[config.mk]
export PLATFORM = sky130hd
export DESIGN_NAME = blkw_packetizer
export DESIGN_NICKNAME = d
export VERILOG_FILES = /design/src/rtl/blkw_pkg.sv /design/src/rtl/blkw_order_plan.sv /design/src/rtl/blkw_seq.sv /design/src/rtl/blkw_tx_mux.sv /design/src/rtl/blkw_packetizer.sv
export SDC_FILE = /design/constraint.sdc
export NUM_CORES = 1
export LEC_CHECK = 0
export CAP_MARGIN = 5
export CORE_MARGIN = 3
export CORE_UTILIZATION = 45
export CTS_BUF_LIST = sky130_fd_sc_hd__clkbuf_16
export CTS_CLUSTER_SIZE = 8
export DETAILED_ROUTE_END_ITERATION = 8
export PLACE_DENSITY = 0.78
export RECOVER_POWER = 50
export SYNTH_ARGS = -nofsm -noshare
export SYNTH_HDL_FRONTEND = slang
export SYNTH_HIERARCHICAL = 1
export SYNTH_SLANG_ARGS = --single-unit
[constraint.sdc]
create_clock -name clk_i -period 2.5 [get_ports clk_i]
set_clock_uncertainty 0.2 [all_clocks]
set_input_delay 0.5 -clock clk_i [delete_from_list [all_inputs] [get_ports clk_i]]
set_output_delay 0.5 -clock clk_i [all_outputs]
set_load 0.1 [all_outputs]
[src/rtl/blkw_pkg.sv]
package blkw_pkg;

  typedef enum logic [2:0] {
    ST_IDLE,
    ST_TOKEN,
    ST_DATA,
    ST_TRL0,
    ST_TRL1
  } blkw_state_e;

  localparam logic [1:0] ORD_FIRST = 2'd1;
  localparam logic [1:0] ORD_NEXT  = 2'd2;
  localparam logic [1:0] ORD_LAST  = 2'd3;

  localparam logic [7:0] TOKEN_BASE = 8'hF0;
  localparam logic [7:0] TRAILER    = 8'h00;

  function automatic logic [7:0] token_byte(input logic [1:0] ord);
    return TOKEN_BASE | {6'd0, ord};
  endfunction

endpackage

[src/rtl/blkw_order_plan.sv]
module blkw_order_plan #(
  parameter int LEN_W   = 24,
  parameter int MAX_PKT = 8192,
  parameter int PKT_W   = $clog2(MAX_PKT + 1)
) (
  input  logic [LEN_W-1:0] remain_i,
  input  logic             first_i,
  output logic [1:0]       order_o,
  output logic [PKT_W-1:0] pkt_len_o
);
  import blkw_pkg::*;

  localparam logic [LEN_W-1:0] MAX_L = LEN_W'(MAX_PKT);
  localparam logic [PKT_W-1:0] MAX_P = PKT_W'(MAX_PKT);

  logic fits;

  assign fits = (remain_i <= MAX_L);

  always_comb begin
    if (fits) begin
      order_o   = ORD_LAST;
      pkt_len_o = remain_i[PKT_W-1:0];
    end else begin
      order_o   = first_i ? ORD_FIRST : ORD_NEXT;
      pkt_len_o = MAX_P;
    end
  end

endmodule

[src/rtl/blkw_seq.sv]
module blkw_seq #(
  parameter int LEN_W   = 24,
  parameter int MAX_PKT = 8192,
  parameter int MIN_LEN = 5,
  parameter int PKT_W   = $clog2(MAX_PKT + 1)
) (
  input  logic                  clk_i,
  input  logic                  rst_ni,
  input  logic                  start_i,
  input  logic [LEN_W-1:0]      len_i,
  input  logic                  crc_en_i,
  input  logic                  tx_fire_i,
  input  logic [PKT_W-1:0]      plan_len_i,
  output blkw_pkg::blkw_state_e state_o,
  output logic [LEN_W-1:0]      remain_o,
  output logic                  first_o,
  output logic                  done_o,
  output logic                  err_o
);
  import blkw_pkg::*;

  localparam logic [LEN_W-1:0] MIN_L = LEN_W'(MIN_LEN);
  localparam logic [PKT_W-1:0] ONE_P = PKT_W'(1);
  localparam logic [LEN_W-1:0] ONE_L = LEN_W'(1);

  blkw_state_e      state_q;
  logic [LEN_W-1:0] remain_q;
  logic [PKT_W-1:0] pkt_left_q;
  logic             first_q, crc_q, done_q, err_q;

  always_ff @(posedge clk_i or negedge rst_ni) begin
    if (!rst_ni) begin
      state_q    <= ST_IDLE;
      remain_q   <= '0;
      pkt_left_q <= '0;
      first_q    <= 1'b0;
      crc_q      <= 1'b0;
      done_q     <= 1'b0;
      err_q      <= 1'b0;
    end else begin
      done_q <= 1'b0;
      err_q  <= 1'b0;
      unique case (state_q)
        ST_IDLE: begin
          if (start_i) begin
            if (len_i < MIN_L) begin
              err_q <= 1'b1;
            end else begin
              remain_q <= len_i;
              first_q  <= 1'b1;
              crc_q    <= crc_en_i;
              state_q  <= ST_TOKEN;
            end
          end
        end
        ST_TOKEN: begin
          if (tx_fire_i) begin
            pkt_left_q <= plan_len_i;
            first_q    <= 1'b0;
            state_q    <= ST_DATA;
          end
        end
        ST_DATA: begin
          if (tx_fire_i) begin
            remain_q   <= remain_q - ONE_L;
            pkt_left_q <= pkt_left_q - ONE_P;
            if (pkt_left_q == ONE_P) begin
              if (crc_q) begin
                state_q <= ST_TRL0;
              end else if (remain_q == ONE_L) begin
                done_q  <= 1'b1;
                state_q <= ST_IDLE;
              end else begin
                state_q <= ST_TOKEN;
              end
            end
          end
        end
        ST_TRL0: begin
          if (tx_fire_i) state_q <= ST_TRL1;
        end
        ST_TRL1: begin
          if (tx_fire_i) begin
            if (remain_q == '0) begin
              done_q  <= 1'b1;
              state_q <= ST_IDLE;
            end else begin
              state_q <= ST_TOKEN;
            end
          end
        end
        default: state_q <= ST_IDLE;
      endcase
    end
  end

  assign state_o  = state_q;
  assign remain_o = remain_q;
  assign first_o  = first_q;
  assign done_o   = done_q;
  assign err_o    = err_q;

  // a packet never holds more than the maximum payload
  p_pkt_bound_r3: assert property (@(posedge clk_i) disable iff (!rst_ni)
    (state_q == ST_DATA) |-> (pkt_left_q != '0 && pkt_left_q <= PKT_W'(MAX_PKT)));

  // data phase only entered with payload left
  p_remain_live_r3: assert property (@(posedge clk_i) disable iff (!rst_ni)
    (state_q == ST_DATA) |-> (remain_q != '0));

  // done is a single-cycle pulse
  p_done_once_r7: assert property (@(posedge clk_i) disable iff (!rst_ni)
    done_q |=> !done_q);

  // start while busy leaves the state untouched by err
  p_busy_noerr_r9: assert property (@(posedge clk_i) disable iff (!rst_ni)
    (start_i && state_q != ST_IDLE) |=> !err_q);

endmodule

[src/rtl/blkw_tx_mux.sv]
module blkw_tx_mux (
  input  logic                  clk_i,
  input  logic                  rst_ni,
  input  blkw_pkg::blkw_state_e state_i,
  input  logic [1:0]            order_i,
  input  logic                  in_valid_i,
  input  logic [7:0]            in_data_i,
  input  logic                  tx_ready_i,
  output logic                  in_ready_o,
  output logic                  tx_valid_o,
  output logic [7:0]            tx_data_o,
  output logic                  tx_fire_o
);
  import blkw_pkg::*;

  always_comb begin
    tx_valid_o = 1'b0;
    tx_data_o  = TRAILER;
    in_ready_o = 1'b0;
    unique case (state_i)
      ST_TOKEN: begin
        tx_valid_o = 1'b1;
        tx_data_o  = token_byte(order_i);
      end
      ST_DATA: begin
        tx_valid_o = in_valid_i;
        tx_data_o  = in_data_i;
        in_ready_o = tx_ready_i;
      end
      ST_TRL0, ST_TRL1: begin
        tx_valid_o = 1'b1;
        tx_data_o  = TRAILER;
      end
      default: ;
    endcase
  end

  assign tx_fire_o = tx_valid_o & tx_ready_i;

  // generated bytes held while stalled
  p_hold_r8: assert property (@(posedge clk_i) disable iff (!rst_ni)
    (tx_valid_o && !tx_ready_i && state_i != ST_DATA) |=>
      (tx_valid_o && $stable(tx_data_o)));

  // payload only taken when the link takes it
  p_ready_link_r8: assert property (@(posedge clk_i) disable iff (!rst_ni)
    in_ready_o |-> tx_ready_i);

endmodule

[src/rtl/blkw_packetizer.sv]
module blkw_packetizer #(
  parameter int LEN_W   = 24,
  parameter int MAX_PKT = 8192,
  parameter int MIN_LEN = 5
) (
  input  logic             clk_i,
  input  logic             rst_ni,
  input  logic             start_i,
  input  logic [LEN_W-1:0] len_i,
  input  logic             crc_en_i,
  input  logic             in_valid_i,
  input  logic [7:0]       in_data_i,
  output logic             in_ready_o,
  output logic             tx_valid_o,
  output logic [7:0]       tx_data_o,
  input  logic             tx_ready_i,
  output logic             done_o,
  output logic             err_o
);
  import blkw_pkg::*;

  localparam int PKT_W = $clog2(MAX_PKT + 1);

  blkw_state_e      state;
  logic [LEN_W-1:0] remain;
  logic             first;
  logic [1:0]       order;
  logic [PKT_W-1:0] plan_len;
  logic             tx_fire;

  blkw_order_plan #(
    .LEN_W  (LEN_W),
    .MAX_PKT(MAX_PKT),
    .PKT_W  (PKT_W)
  ) u_plan (
    .remain_i (remain),
    .first_i  (first),
    .order_o  (order),
    .pkt_len_o(plan_len)
  );

  blkw_seq #(
    .LEN_W  (LEN_W),
    .MAX_PKT(MAX_PKT),
    .MIN_LEN(MIN_LEN),
    .PKT_W  (PKT_W)
  ) u_seq (
    .clk_i     (clk_i),
    .rst_ni    (rst_ni),
    .start_i   (start_i),
    .len_i     (len_i),
    .crc_en_i  (crc_en_i),
    .tx_fire_i (tx_fire),
    .plan_len_i(plan_len),
    .state_o   (state),
    .remain_o  (remain),
    .first_o   (first),
    .done_o    (done_o),
    .err_o     (err_o)
  );

  blkw_tx_mux u_mux (
    .clk_i     (clk_i),
    .rst_ni    (rst_ni),
    .state_i   (state),
    .order_i   (order),
    .in_valid_i(in_valid_i),
    .in_data_i (in_data_i),
    .tx_ready_i(tx_ready_i),
    .in_ready_o(in_ready_o),
    .tx_valid_o(tx_valid_o),
    .tx_data_o (tx_data_o),
    .tx_fire_o (tx_fire)
  );

  // every token carries the all-ones nibble and a nonzero order code
  p_token_form_r1: assert property (@(posedge clk_i) disable iff (!rst_ni)
    (state == ST_TOKEN) |-> (tx_data_o[7:4] == 4'hF && tx_data_o[1:0] != 2'b00));

  // a reject pulse comes with a silent link
  p_err_silent_r6: assert property (@(posedge clk_i) disable iff (!rst_ni)
    err_o |-> (!tx_valid_o && !in_ready_o));

endmodule

==> reports/summary.txt <==
Total power: 0.00613 W
Status: finished with violations
DR vias/cell: 6.12
CTS Buf Count: 5
Hold crit path type: in2async
Core Area: 6910 µm²
First-pass GRT wire length: 16,400 µm
Worst Setup End Kind: output pin
Peak VDD IR: 0.515 mV
DP HPWL: 7150 µm
Simple-gate portion of the synthesized area: 30.0%
YS warnings: 6
Final slew viol count: 0
Initial antenna violation count: 0
F_max: 377 MHz
Final WL: 10,100 µm
Skew-Pair Late Insertion Delay: 0.28 ns
CTS H-tree lvls: 2
Reg2reg end: u_seq/remain_o[23]
Sink Count: 45
Average cell area after synthesis: 8.03 µm²
Synthesized net count: 450
Most used flip-flop cell after synthesis: dfrtp_1
Dpl cell area: 4370 µm²
Sequential area share after synthesis: 34.4%
Period utilization: 106%
Area grow syn2layout: 41.1%
Top-area cell type share of the netlist area: 34.4%
Setup crit start: u_seq/remain_o[0]
Worst EP arrival: 1.95 ns
Lkg Pwr: 1.77 nW
DR pass1 iterations: 5
Required time of the critical path: 1.80 ns
# nets final: 536
Yosys top cell by area: dfrtp_1
Synthesized instance count: 407
Placer Congestion: 0.885
CTS tree: built
Vias: 3,605
Crit path time final: 2.65 ns
Clk buf depth: 2
Max-cap violation count: 0
RSZ-0062 raised after global routing: true
Diode count: 0
Violated checks: setup timing
Die ar.: 8320 µm²
Congestion Overflow GR: 0
Largest net degree at the start of global routing: 48
Share of cells above drive strength 1: 23.5%
Setup TNS Final: -0.269 ns
WL/cell: 17.1 µm
Final hold viol count: 0
Mux cell area share after synthesis: 0.344%
Synth Area in XOR/XNOR: 0.268%
R2R cell count: 5
Post-synthesis compound-gate area fraction: 27.6%
Worst Slack Setup Final: -0.154 ns
# IOs: 50
Worst setup SP type: register
Largest cells by area after synthesis: dfrtp_1 (34%), a21oi_1 (8.3%), nor2_1 (3.9%)
Rel. slew slack: 21.0%
Post-Layout Inst Area: 4610 µm²
Routed Antenna Nets: 0
Drt initial violations: 395
Filler cells: 590
Number of remaining DRC errors: 0
Vias in the first global route: 3,363
Main combinational cell family by area after synthesis: simple AND/OR/NAND/NOR gates
Cell Pwr Density: 1330 nW/µm²
Clk slew on worst S/H paths: 0.06 ns
EDFF count, synth: 0
Layout Utilization: 66.8%
Die Wd: 91.2 µm
Reg2reg setup slack: 0.08 ns
Ys async rst share: 100%
Yosys cell types: 53
Setup violations, final: 2
Least-Margin Pin Slew: 1.19 ns
Root Buffer Master: clkbuf_16
Netlist Area Pre-Place: 3270 µm²
GRT Util Overall: 24.1%
Seq cells post-synth: 45
Crit Path Max Fanout: 6
Row count: 30
Critical path class: reg2out
# port buffers: 49
Initial core utilization: 47.3%
Die Y: 91.2 µm
RR Startpoint: u_seq/remain_o[15]
Synthesized-area fraction occupied by adder cells: 1.91%
[metrics by stage]
| step | hold slack [ns] | instances | setup WS, ns |
|---|---|---|---|
| after global routing | 0.371 | 589 | -0.222 |
| final | 0.337 | 589 | -0.154 |
| after global placement | 0.304 | 581 | -0.117 |
| after floorplan | 0.00441 | 407 | -0.361 |
| after CTS | 0.134 | 588 | -0.129 |
| after detailed placement | 0.327 | 581 | -0.166 |
[metal layers]
metal | track usage [%] | up-vias | part of all wire [%]
met4 | 6.78 | 0 | 2.1
met3 | 3.73 | 21 | 6.4
li1 | - | 1704 | -
met1 | 31.6 | 1715 | 42
met5 | 0 | - | 0
met2 | 41.1 | 165 | 49
[sequential cells by signal (all words and copies together) (netlist names)]
| name | flops |
|---|---|
| u_seq/remain_o | 24 |
| u_seq/pkt_left_q | 14 |
| u_seq/state_o | 3 |
| u_seq/crc_q | 1 |
| u_seq/done_o | 1 |
| u_seq/err_o | 1 |
| u_seq/first_o | 1 |
[cell families (layout without fill, tap and decap cells)]
kind of cell / after synthesis / in the layout
simple gates: 169 / 169
compound gates: 146 / 146
flops: 45 / 45
buf+inv: 40 / 126
fa+ha+maj: 5 / 5
xor+xnor: 1 / 1
mux: 1 / 1
[area by class of cell]
cell class | count | area, µm² | area share, %
Timing Repair Buffer | 107 | 1050 | 22.8
Clock inverter | 2 | 7.51 | 0.163
Tap cell | 96 | 120 | 2.60
Clock buffer | 5 | 125 | 2.71
Sequential cell | 45 | 1130 | 24.4
Multi-Input combinational cell | 322 | 2140 | 46.3
Inverter | 12 | 45.0 | 0.977
[worst max-delay path by stage]
stage,to,slack (ns)
global placement,u_seq/remain_o[11],-0.12
finish,tx_data_o[0],-0.15
CTS,tx_data_o[0],-0.13
global route,tx_data_o[0],-0.22
floorplan,tx_data_o[6],-0.36
detailed placement,u_seq/crc_q,-0.17
[critical path, stage by stage, from the launching register on]
cell	delay, ns
dfrtp_2	0.46
nor4_4	0.33
a41oi_4	0.18
o21bai_1	0.19
nand3b_1	0.15
a21oi_4	0.17
buf_12	0.19
[where the power goes]
group / internal, W / total [W] / switching, W
clock network: 0.000358 / 0.000615 / 0.000258
registers: 0.00106 / 0.00147 / 0.000414
logic: 0.00164 / 0.00404 / 0.00239
[cell usage after synthesis (3+ instances only)]
cell / number
nor2b_1: 3
o21ai_0: 24
nor4_1: 17
nand2b_1: 9
o21a_1: 6
nor3_1: 17
nor2_1: 34
or4_1: 3
inv_1: 12
a2bb2oi_1: 6
o22ai_1: 16
o22a_1: 7
or3_1: 10
o31ai_1: 3
clkbuf_1: 19
a21oi_1: 54
nand4_1: 4
nand2_1: 27
o21ai_1: 5
buf_2: 3
ha_1: 5
a211oi_1: 3
nor3b_2: 9
nor3b_1: 6
nand3b_1: 10
nand3_1: 9
a22oi_1: 3
dfrtp_1: 45
o31a_1: 3
a31oi_1: 3
[repair_timing]
action,CTS,global route
gates cloned,0,0
setup endpoints to repair,2,27
hold buffers,0,0
gates resized for setup,10,7
pin swaps,2,2
setup buffers,0,1
[cell usage in the layout, fill, tap and decap left out, types with 13 or more instances in the layout]
cell,count
inv_1,13
a21oi_1,49
nor3_1,14
o22ai_1,16
clkdlybuf4s50_1,36
o21ai_0,22
nor2_1,34
buf_12,13
dfrtp_1,44
nand2_1,27
buf_4,56
No activity file was read; power rests on OpenSTA's default activity.
